$ cat src/rtl/fsc_pkg.sv
package fsc_pkg;

    typedef enum logic [3:0] {
        ST_IDLE,
        ST_WAIT_IDX_HI,
        ST_WAIT_IDX_LO,
        ST_CONFIRM_LO,
        ST_ISSUE,
        ST_SETTLE,
        ST_WAIT_FIRST,
        ST_RUN,
        ST_CAPTURE,
        ST_FLUSH,
        ST_DONE
    } fsc_state_e;

    localparam logic [7:0] FSC_CMD_FORCE_INT   = 8'hD0;
    localparam logic [7:0] FSC_CMD_WRITE_TRACK = 8'hF4;
    localparam int         FSC_IDX_BIT         = 1;

    typedef struct packed {
        fsc_state_e state;
        logic       poll_ph;   // 0: send force-interrupt, 1: sample index
        logic       err;
    } fsc_ctl_t;

endpackage

$ cat src/rtl/fsc_settle_timer.sv
module fsc_settle_timer #(
    parameter int CYC = 18
) (
    input  logic clk,
    input  logic rst_n,
    input  logic load_i,
    input  logic tick_i,
    output logic expired_o
);
    generate
        if (CYC == 0) begin : g_bypass
            assign expired_o = 1'b1;
        end else begin : g_count
            localparam int CW = $clog2(CYC + 1);
            localparam logic [CW-1:0] LOAD_VAL = CW'(CYC - 1);

            logic [CW-1:0] cnt_d, cnt_q;

            always_comb begin
                cnt_d = cnt_q;
                if (load_i)
                    cnt_d = LOAD_VAL;
                else if (tick_i && cnt_q != '0)
                    cnt_d = cnt_q - 1'b1;
            end

            always_ff @(posedge clk or negedge rst_n) begin
                if (!rst_n) cnt_q <= '0;
                else        cnt_q <= cnt_d;
            end

            assign expired_o = (cnt_q == '0);
        end
    endgenerate
endmodule

$ cat src/rtl/fsc_status_cap.sv
module fsc_status_cap #(
    parameter int STAT_W = 8
) (
    input  logic                clk,
    input  logic                rst_n,
    input  logic                cap_i,
    input  logic                err_i,
    input  logic [STAT_W-1:0]   int_i,
    input  logic [STAT_W-1:0]   ext_i,
    output logic [2*STAT_W:0]   status_o
);
    logic [2*STAT_W:0] stat_d, stat_q;

    always_comb begin
        stat_d = stat_q;
        if (cap_i) stat_d = {err_i, ext_i, int_i};
    end

    always_ff @(posedge clk or negedge rst_n) begin
        if (!rst_n) stat_q <= '0;
        else        stat_q <= stat_d;
    end

    assign status_o = stat_q;
endmodule

$ cat src/rtl/fmt_seq_ctrl.sv
module fmt_seq_ctrl
    import fsc_pkg::*;
#(
    parameter int STAT_W     = 8,
    parameter int SETTLE_CYC = 18
) (
    input  logic                clk,
    input  logic                rst_n,
    input  logic                start_i,
    output logic [7:0]          cmd_o,
    output logic                cmd_we_o,
    input  logic [STAT_W-1:0]   stat_i,
    input  logic [STAT_W-1:0]   ext_stat_i,
    input  logic                busy_i,
    input  logic                drq_i,
    input  logic                not_ready_i,
    input  logic                wr_prot_i,
    output logic                stream_en_o,
    output logic                xfer_o,
    output logic                done_o,
    output logic [2*STAT_W:0]   status_o
);
    fsc_ctl_t ctl_d, ctl_q;
    logic     tmr_load, tmr_tick, tmr_expired;
    logic     cap_en;
    logic     idx;
    logic     polling;

    assign idx = stat_i[FSC_IDX_BIT];

    always_comb begin
        ctl_d    = ctl_q;
        tmr_load = 1'b0;
        tmr_tick = 1'b0;
        cap_en   = 1'b0;
        unique case (ctl_q.state)
            ST_IDLE: begin
                if (start_i) begin
                    ctl_d.state   = ST_WAIT_IDX_HI;
                    ctl_d.poll_ph = 1'b0;
                    ctl_d.err     = 1'b0;
                end
            end
            ST_WAIT_IDX_HI: begin
                ctl_d.poll_ph = ~ctl_q.poll_ph;
                if (ctl_q.poll_ph && idx) ctl_d.state = ST_WAIT_IDX_LO;
            end
            ST_WAIT_IDX_LO: begin
                ctl_d.poll_ph = ~ctl_q.poll_ph;
                if (ctl_q.poll_ph && !idx) ctl_d.state = ST_CONFIRM_LO;
            end
            ST_CONFIRM_LO: begin
                ctl_d.poll_ph = ~ctl_q.poll_ph;
                if (ctl_q.poll_ph)
                    ctl_d.state = idx ? ST_WAIT_IDX_LO : ST_ISSUE;
            end
            ST_ISSUE: begin
                tmr_load    = 1'b1;
                ctl_d.state = ST_SETTLE;
            end
            ST_SETTLE: begin
                if (tmr_expired) ctl_d.state = ST_WAIT_FIRST;
                else             tmr_tick    = 1'b1;
            end
            ST_WAIT_FIRST: begin
                // error wins over a simultaneous data request
                if (not_ready_i || wr_prot_i) begin
                    ctl_d.err   = 1'b1;
                    ctl_d.state = ST_CAPTURE;
                end else if (drq_i) begin
                    ctl_d.state = ST_RUN;
                end
            end
            ST_RUN: begin
                if (!busy_i) ctl_d.state = ST_CAPTURE;
            end
            ST_CAPTURE: begin
                cap_en      = 1'b1;
                ctl_d.state = ST_FLUSH;
            end
            ST_FLUSH: ctl_d.state = ST_DONE;
            ST_DONE:  ctl_d.state = ST_IDLE;
            default:  ctl_d.state = ST_IDLE;
        endcase
    end

    always_ff @(posedge clk or negedge rst_n) begin
        if (!rst_n) begin
            ctl_q.state   <= ST_IDLE;
            ctl_q.poll_ph <= 1'b0;
            ctl_q.err     <= 1'b0;
        end else begin
            ctl_q <= ctl_d;
        end
    end

    assign polling = (ctl_q.state == ST_WAIT_IDX_HI) ||
                     (ctl_q.state == ST_WAIT_IDX_LO) ||
                     (ctl_q.state == ST_CONFIRM_LO);

    always_comb begin
        cmd_we_o = 1'b0;
        cmd_o    = '0;
        if (ctl_q.state == ST_ISSUE) begin
            cmd_we_o = 1'b1;
            cmd_o    = FSC_CMD_WRITE_TRACK;
        end else if (polling && !ctl_q.poll_ph) begin
            cmd_we_o = 1'b1;
            cmd_o    = FSC_CMD_FORCE_INT;
        end
    end

    assign stream_en_o = (ctl_q.state == ST_RUN);
    assign xfer_o      = (ctl_q.state == ST_FLUSH);
    assign done_o      = (ctl_q.state == ST_DONE);

    fsc_settle_timer #(.CYC(SETTLE_CYC)) u_timer (
        .clk       (clk),
        .rst_n     (rst_n),
        .load_i    (tmr_load),
        .tick_i    (tmr_tick),
        .expired_o (tmr_expired)
    );

    fsc_status_cap #(.STAT_W(STAT_W)) u_cap (
        .clk      (clk),
        .rst_n    (rst_n),
        .cap_i    (cap_en),
        .err_i    (ctl_q.err),
        .int_i    (stat_i),
        .ext_i    (ext_stat_i),
        .status_o (status_o)
    );
endmodule

$ cat config.mk
export PLATFORM = sky130hd
export DESIGN_NAME = fmt_seq_ctrl
export DESIGN_NICKNAME = d
export VERILOG_FILES = /design/src/rtl/fsc_pkg.sv /design/src/rtl/fsc_settle_timer.sv /design/src/rtl/fsc_status_cap.sv /design/src/rtl/fmt_seq_ctrl.sv
export SDC_FILE = /design/constraint.sdc
export NUM_CORES = 1
export LEC_CHECK = 0
export BUFFER_PORTS_ARGS = -buffer_cell sky130_fd_sc_hd__buf_2
export CAP_MARGIN = 5
export CELL_PAD_IN_SITES_DETAIL_PLACEMENT = 0
export CELL_PAD_IN_SITES_GLOBAL_PLACEMENT = 1
export CORE_MARGIN = 3
export CORE_UTILIZATION = 38
export DETAILED_ROUTE_END_ITERATION = 16
export GPL_TIMING_DRIVEN = 0
export PLACE_DENSITY = 0.78
export REMOVE_ABC_BUFFERS = 1
export SYNTH_ARGS = -nofsm -noshare
export SYNTH_HDL_FRONTEND = slang
export SYNTH_HIERARCHICAL = 1
export SYNTH_SLANG_ARGS = --single-unit
$ cat constraint.sdc
create_clock -name clk -period 2.78 [get_ports clk]
set_clock_uncertainty 0.2 [all_clocks]
set_input_delay 0.417 -clock clk [delete_from_list [all_inputs] [get_ports clk]]
set_output_delay 0.417 -clock clk [all_outputs]
set_load 0.02 [all_outputs]
### After elaboration in Yosys (flattened, before gate mapping)

Cells that the tools add are included.

| word-level totals | value |
|---|---|
| output and inout bits | 29 |
| logic and storage cells | 67 |
| register bits | 28 |

| cells by class | value |
|---|---|
| mux-type cells | 23 |
| bitwise gates (word level) | 1 |
| equality and inequality tests | 18 |
| $add $sub $neg | 1 |
| reduce and logical (&&, ||, !) cells | 19 |

Operators with widths:

| cell | count |
|---|---|
| 4-bit case mux with 10 select lines | 1 |
| 4-bit 2-to-1 mux | 7 |
| 4-bit by 3-bit equality test with 1-bit output, second input constant | 4 |
| 8-bit 2-to-1 mux | 2 |
| 2-bit inequality test, second input constant | 7 |
| 4-bit equality test, second input constant | 3 |
| 5-bit 2-to-1 mux | 2 |
| 4-bit by 2-bit equality test with 1-bit output, second input constant | 2 |
| 1-bit 2-to-1 mux | 7 |
| 7-bit AND reduction | 1 |
| 6-bit 2-to-1 mux | 1 |
| 2-bit nonzero test | 3 |
| 5-bit zero test | 1 |
| 5-bit nonzero test | 1 |
| 5-bit by 1-bit subtractor with 5-bit output, second input constant | 1 |
| 4-bit by 1-bit equality test with 1-bit output, second input constant | 1 |
| 1-bit logical AND | 4 |
| 4-bit zero test | 1 |
| 1-bit case mux with 2 select lines | 2 |
| 1-bit logical OR | 3 |
| 3-bit 2-to-1 mux | 1 |
| 3-bit inequality test, second input constant | 1 |
| 3-bit AND reduction | 1 |
| 3-bit OR reduction | 1 |
| other kinds (3) | 4 |

### Logic depth before layout (Yosys ltp)

| logic depth | value |
|---|---|
| depth in word-level cells | 6 |
| gate-level depth with buffers | 8 |
| depth with buffers taken out | 8 |

### Modules after synthesis

Netlist, hierarchy kept.

Modules (own cells, without submodules):

| module | area an instance (um2) | cells each | sequential area each (um2) | times used |
|---|---|---|---|---|
| fsc_status_cap | 685.7 | 36 | 425.4 | 1 |
| fmt_seq_ctrl | 583.1 | 70 | 150.1 | 1 |
| fsc_settle_timer | 256.5 | 25 | 125.1 | 1 |

### Worst setup path before layout

Ideal clock, no wire load.

| timing | value |
|---|---|
| kind | reg-to-reg |
| start point | register u_timer.g_count.cnt_q[0] |
| end point | register ctl_q[2] in the netlist's numbering |
| required time | 2.453 ns |
| cell stages (with the launch flop) | 9 |
| setup time | 0.127 ns |
| arrival | 1.965 ns |
| setup slack | 0.487 ns |
| path buffers | 0 |
| clock period less this slack | 2.293 ns |
| cells stage by stage | dfrtp_1 > inv_1 > ha_1 > or4b_4 > clkinv_2 > nand3b_1 > a211oi_2 > a2111oi_4 > mux2_1 |

| between the ends | value |
|---|---|
| word-level cells in the longest chain between the ends | 3 |

Ends and longest elaborated chain:

| what | line | RTL |
|---|---|---|
| from (decl) | fsc_settle_timer.sv:17 | `logic [CW-1:0] cnt_d, cnt_q;` |
| from (signal assigned) | fsc_settle_timer.sv:29 | `else cnt_q <= cnt_d;` |
| 5-bit zero test | fsc_settle_timer.sv:32 | `assign expired_o = (cnt_q == '0);` |
| net tmr_expired | fmt_seq_ctrl.sv:24 | `logic tmr_load, tmr_tick, tmr_expired;` |
| 2-bit inequality test (no source line) | -- |  |
| 7-bit AND reduction (no source line) | -- |  |
| to (signal assigned) | fmt_seq_ctrl.sv:93 | `ctl_q <= ctl_d;` |
| to (decl) | fmt_seq_ctrl.sv:23 | `fsc_ctl_t ctl_d, ctl_q;` |

The timed path passes the listed nets, and every way through them passes these cells.
A chain may end at the register's enable or synchronous reset.

### Final worst setup path

| timing | value |
|---|---|
| start point | register u_timer.g_count.cnt_q[0] |
| end point | register u_timer.g_count.cnt_q[3] |

| between the ends | value |
|---|---|
| word-level cells in the longest chain between the ends | 5 |
| elaborated cells on any way between the ends | 9 |

Ends and longest elaborated chain:

| what | line | RTL |
|---|---|---|
| 5-bit zero test | fsc_settle_timer.sv:32 |  |
| net tmr_expired | fmt_seq_ctrl.sv:24 |  |
| 1-bit 2-to-1 mux | fmt_seq_ctrl.sv:62 | `if (tmr_expired) ctl_d.state = ST_WAIT_FIRST;` |
| 1-bit 2-to-1 mux | fmt_seq_ctrl.sv:36 | `unique case (ctl_q.state)` |
| net tmr_tick | fmt_seq_ctrl.sv:24 |  |
| 1-bit logical AND | fsc_settle_timer.sv:23 | `else if (tick_i && cnt_q != '0)` |
| 2-bit nonzero test (no source line) | -- |  |

The timed path passes the listed nets, and every way through them passes these cells. The select of a mux whose other input is x is not followed.

==> results.cfg <==
[cells_and_area]
layout_commonest_cell = buf_2
final_layout_size_suffix_gt1_share_pct = 47.1
fillers = 353
postLayoutCoreUtil_pct = 48.0
fin_nets = 199
antenna_cells = 0
multi_input_area_sq_um = 702
area_growth_pct = 18.7
layout.area.seq_sq_um = 701
final_cell_mix = buf_2 (48), dfrtp_1 (28), mux2_4 (10)

[clock_network]
cts-root-buf = clkbuf_8
numCtsBuffers = 3
tritoncts = yes
clockBufferDepth = 2
htreeDepth = 1
clock_sinks = 28
clkLatencyLatePin_ns = 0.27
path_clk_slew_ns = 0.09

[yosys]
ys_warn_count = 6
ys_ff_latch = 28
yosysSeqAreaShare_pct = 45.9
netlist_instances = 131
avgSynthCellArea_sq_um = 11.6
yosysUniqueCellTypes = 43
syn-cell-area_sq_um = 1530

[timing]
slew_headroom_pct = 58.9
rsz0062_at_grt = no
post-route-period-util_pct = 93.0
slew_viol_final = 0
timing.final.ws_setup_ns = 0.195
min_period_ns = 2.58
setup_viol = 0
hold_violations = 0
worst_pin_slew_ns = 0.616
fmax_mhz = 387

[worst_hold_path]
hold_class = in2reg

[power_and_ir_drop]
p_per_area_nw_per_um2 = 1150
p_int_w = 0.00119
p_leak_nw = 0.891
swShare_pct = 42.7
vdd_drop_max_uv = 475
combPwrFrac_pct = 50.9
switchingPower_w = 0.000886
power.clock.fraction_pct = 12.0
pwr-share-seq_pct = 37.1

[routing]
ant_nets = 0
drt_iter0_markers = 48
first_pass_iters = 4
post_drt_via_cell_ratio = 5.09
finalWirelength_mm = 3.16
drc = 0
vias = 1129
wl_per_cell_um = 14.2

[floorplanning]
fp.coreArea_sq_um = 3770
fp.dieH_um = 69.4
die_w_um = 69.4
start_util_pct = 40.4
row_count = 22
die_area_sq_um = 4810
pin_count = 52

[run]
cap_violations = 0

[setup_path]
crit_required_ns = 2.80
cp-end-kind = flop
crit_type = reg2reg
cp-start-kind = flop
worstPathMaxFanout = 6
arrival_ns = 2.60

[global_routing]
grt-ovfl-total = 0
track_usage_pct = 13.6
grt_pass1_wl_mm = 5.39
grt_pass1_vias = 1154
grt_antenna_before_repair = 0
grt_max_degree = 29

[place]
dp_slack_ns = 0.235
place_congestion = 0.825
dp_hpwl_mm = 2.42
io_buffers = 48

[run_status]
status = completed
## cells in the mapped netlist, drive strengths merged
cell | n | area share, %
a2111oi | 1 | 1.8
a211oi | 1 | 0.82
a21o | 2 | 1.1
a21oi | 6 | 2.0
a221oi | 2 | 1.6
a311oi | 1 | 0.57
a31o | 1 | 0.57
a31oi | 1 | 0.41
buf | 12 | 7.1
clkbuf | 1 | 0.25
clkinv | 1 | 0.33
conb | 1 | 0.25
dfrtp | 28 | 46
dlygate4sd1 | 1 | 0.57
ha | 1 | 0.82
inv | 4 | 0.98
mux2 | 19 | 16
mux2i | 1 | 0.66
nand2 | 7 | 1.7
nand2b | 3 | 1.2
nand3 | 2 | 0.66
nand3b | 1 | 0.49
nor2 | 9 | 2.2
nor3 | 5 | 1.6
nor4 | 2 | 1.2
o21ai | 5 | 1.6
o2bb2ai | 1 | 0.57
o31ai | 3 | 1.5
or2 | 2 | 0.82
or2b | 1 | 0.74
or3 | 3 | 1.3
or4b | 2 | 1.6
xnor2 | 1 | 0.57
## state kept, by name, summed over array words and instances, names as in the netlist
signal and cells:
u_cap/status_o 17, ctl_q 6, u_timer/g_count.cnt_q 5
## worst max-delay path, stage by stage, from the launching register on
cell      delay, ns
dfrtp_1        0.35
inv_1          0.07
ha_1           0.21
or4b_4         0.24
clkinv_2       0.08
nor3_1         0.52
or4b_1         0.52
nor4_1         0.21
a31o_1         0.14
## routing by layer
layer / track usage, % / up-vias / part of all wire, %
met3: 3.04 / 4 / 4.4
li1: - / 539 / -
met1: 16.5 / 554 / 42
met5: 0 / - / 0
met2: 24.3 / 32 / 53
met4: 3.25 / 0 / 0.98
## layout make-up
type                    count  share of cell area, %
clock buffers               4                   3.04
inverters                   5                   1.11
multi-input cells          86                   38.8
flip-flops and latches     28                   38.7
well taps                  48                   3.32
repair buffers             51                   15.1
## metrics by stage
step | hold slack, ns | cells | TNS (ns) | area (sq um) | power [W]
floorplan | -0.0786 | 119 | -3.85 | 1410 | 0.00151
finish | 0.166 | 222 | 0 | 1810 | 0.00208
global placement | 0.258 | 215 | -12.46 | 1710 | 0.00180
detailed placement | 0.269 | 217 | 0 | 1740 | 0.00184
CTS | 0.156 | 222 | 0 | 1810 | 0.00210
global route | 0.155 | 222 | 0 | 1810 | 0.00223
## logic make-up after synthesis
group / count (synthesis) / synth area share, %
compound gates: 24 / 12.5
xor+xnor: 1 / 0.574
fa+ha+maj: 1 / 0.820
mux: 20 / 17.1
buf+inv: 19 / 9.19
simple gates: 37 / 13.6
other cells: 1 / 0.246
flops: 28 / 45.9
## power groups by stage
stage	clock (W)	combinational, W	sequential, W
CTS	0.000257	0.00107	0.000768
detailed placement	0	0.00107	0.000776
global placement	0	0.00104	0.000762
finish	0.000249	0.00106	0.000770
floorplan	0	0.000654	0.000858
global route	0.000277	0.00115	0.000803
## path summary, 6_finish.rpt
check                                                      from                                    to  slack, ns  cells after the start
setup / recovery           u_timer/g_count.cnt_q[0]$_DFFE_PN0P_  u_timer/g_count.cnt_q[3]$_DFFE_PN0P_       0.20                      8
hold / removal                                          start_i                  ctl_q[0]$_DFFE_PN0P_       0.17                      2
setup reg to reg           u_timer/g_count.cnt_q[0]$_DFFE_PN0P_  u_timer/g_count.cnt_q[3]$_DFFE_PN0P_       0.20                      8
hold reg to reg                   u_cap/status_o[9]$_DFFE_PN0P_         u_cap/status_o[9]$_DFFE_PN0P_       0.31                      1
max in group asynchronous                                 rst_n        u_cap/status_o[14]$_DFFE_PN0P_       1.50                      2
min in group asynchronous                                 rst_n         u_cap/status_o[8]$_DFFE_PN0P_       0.48                      2
## repair_timing
action | in CTS | in global routing
hold buffers | 1 | 0
endpoints found under the setup margin | 0 | 2
buffers inserted | 0 | 0
endpoints found under the hold margin | 28 | 0
gates resized for setup | 0 | 1
Power figures use the tool's default switching activity.
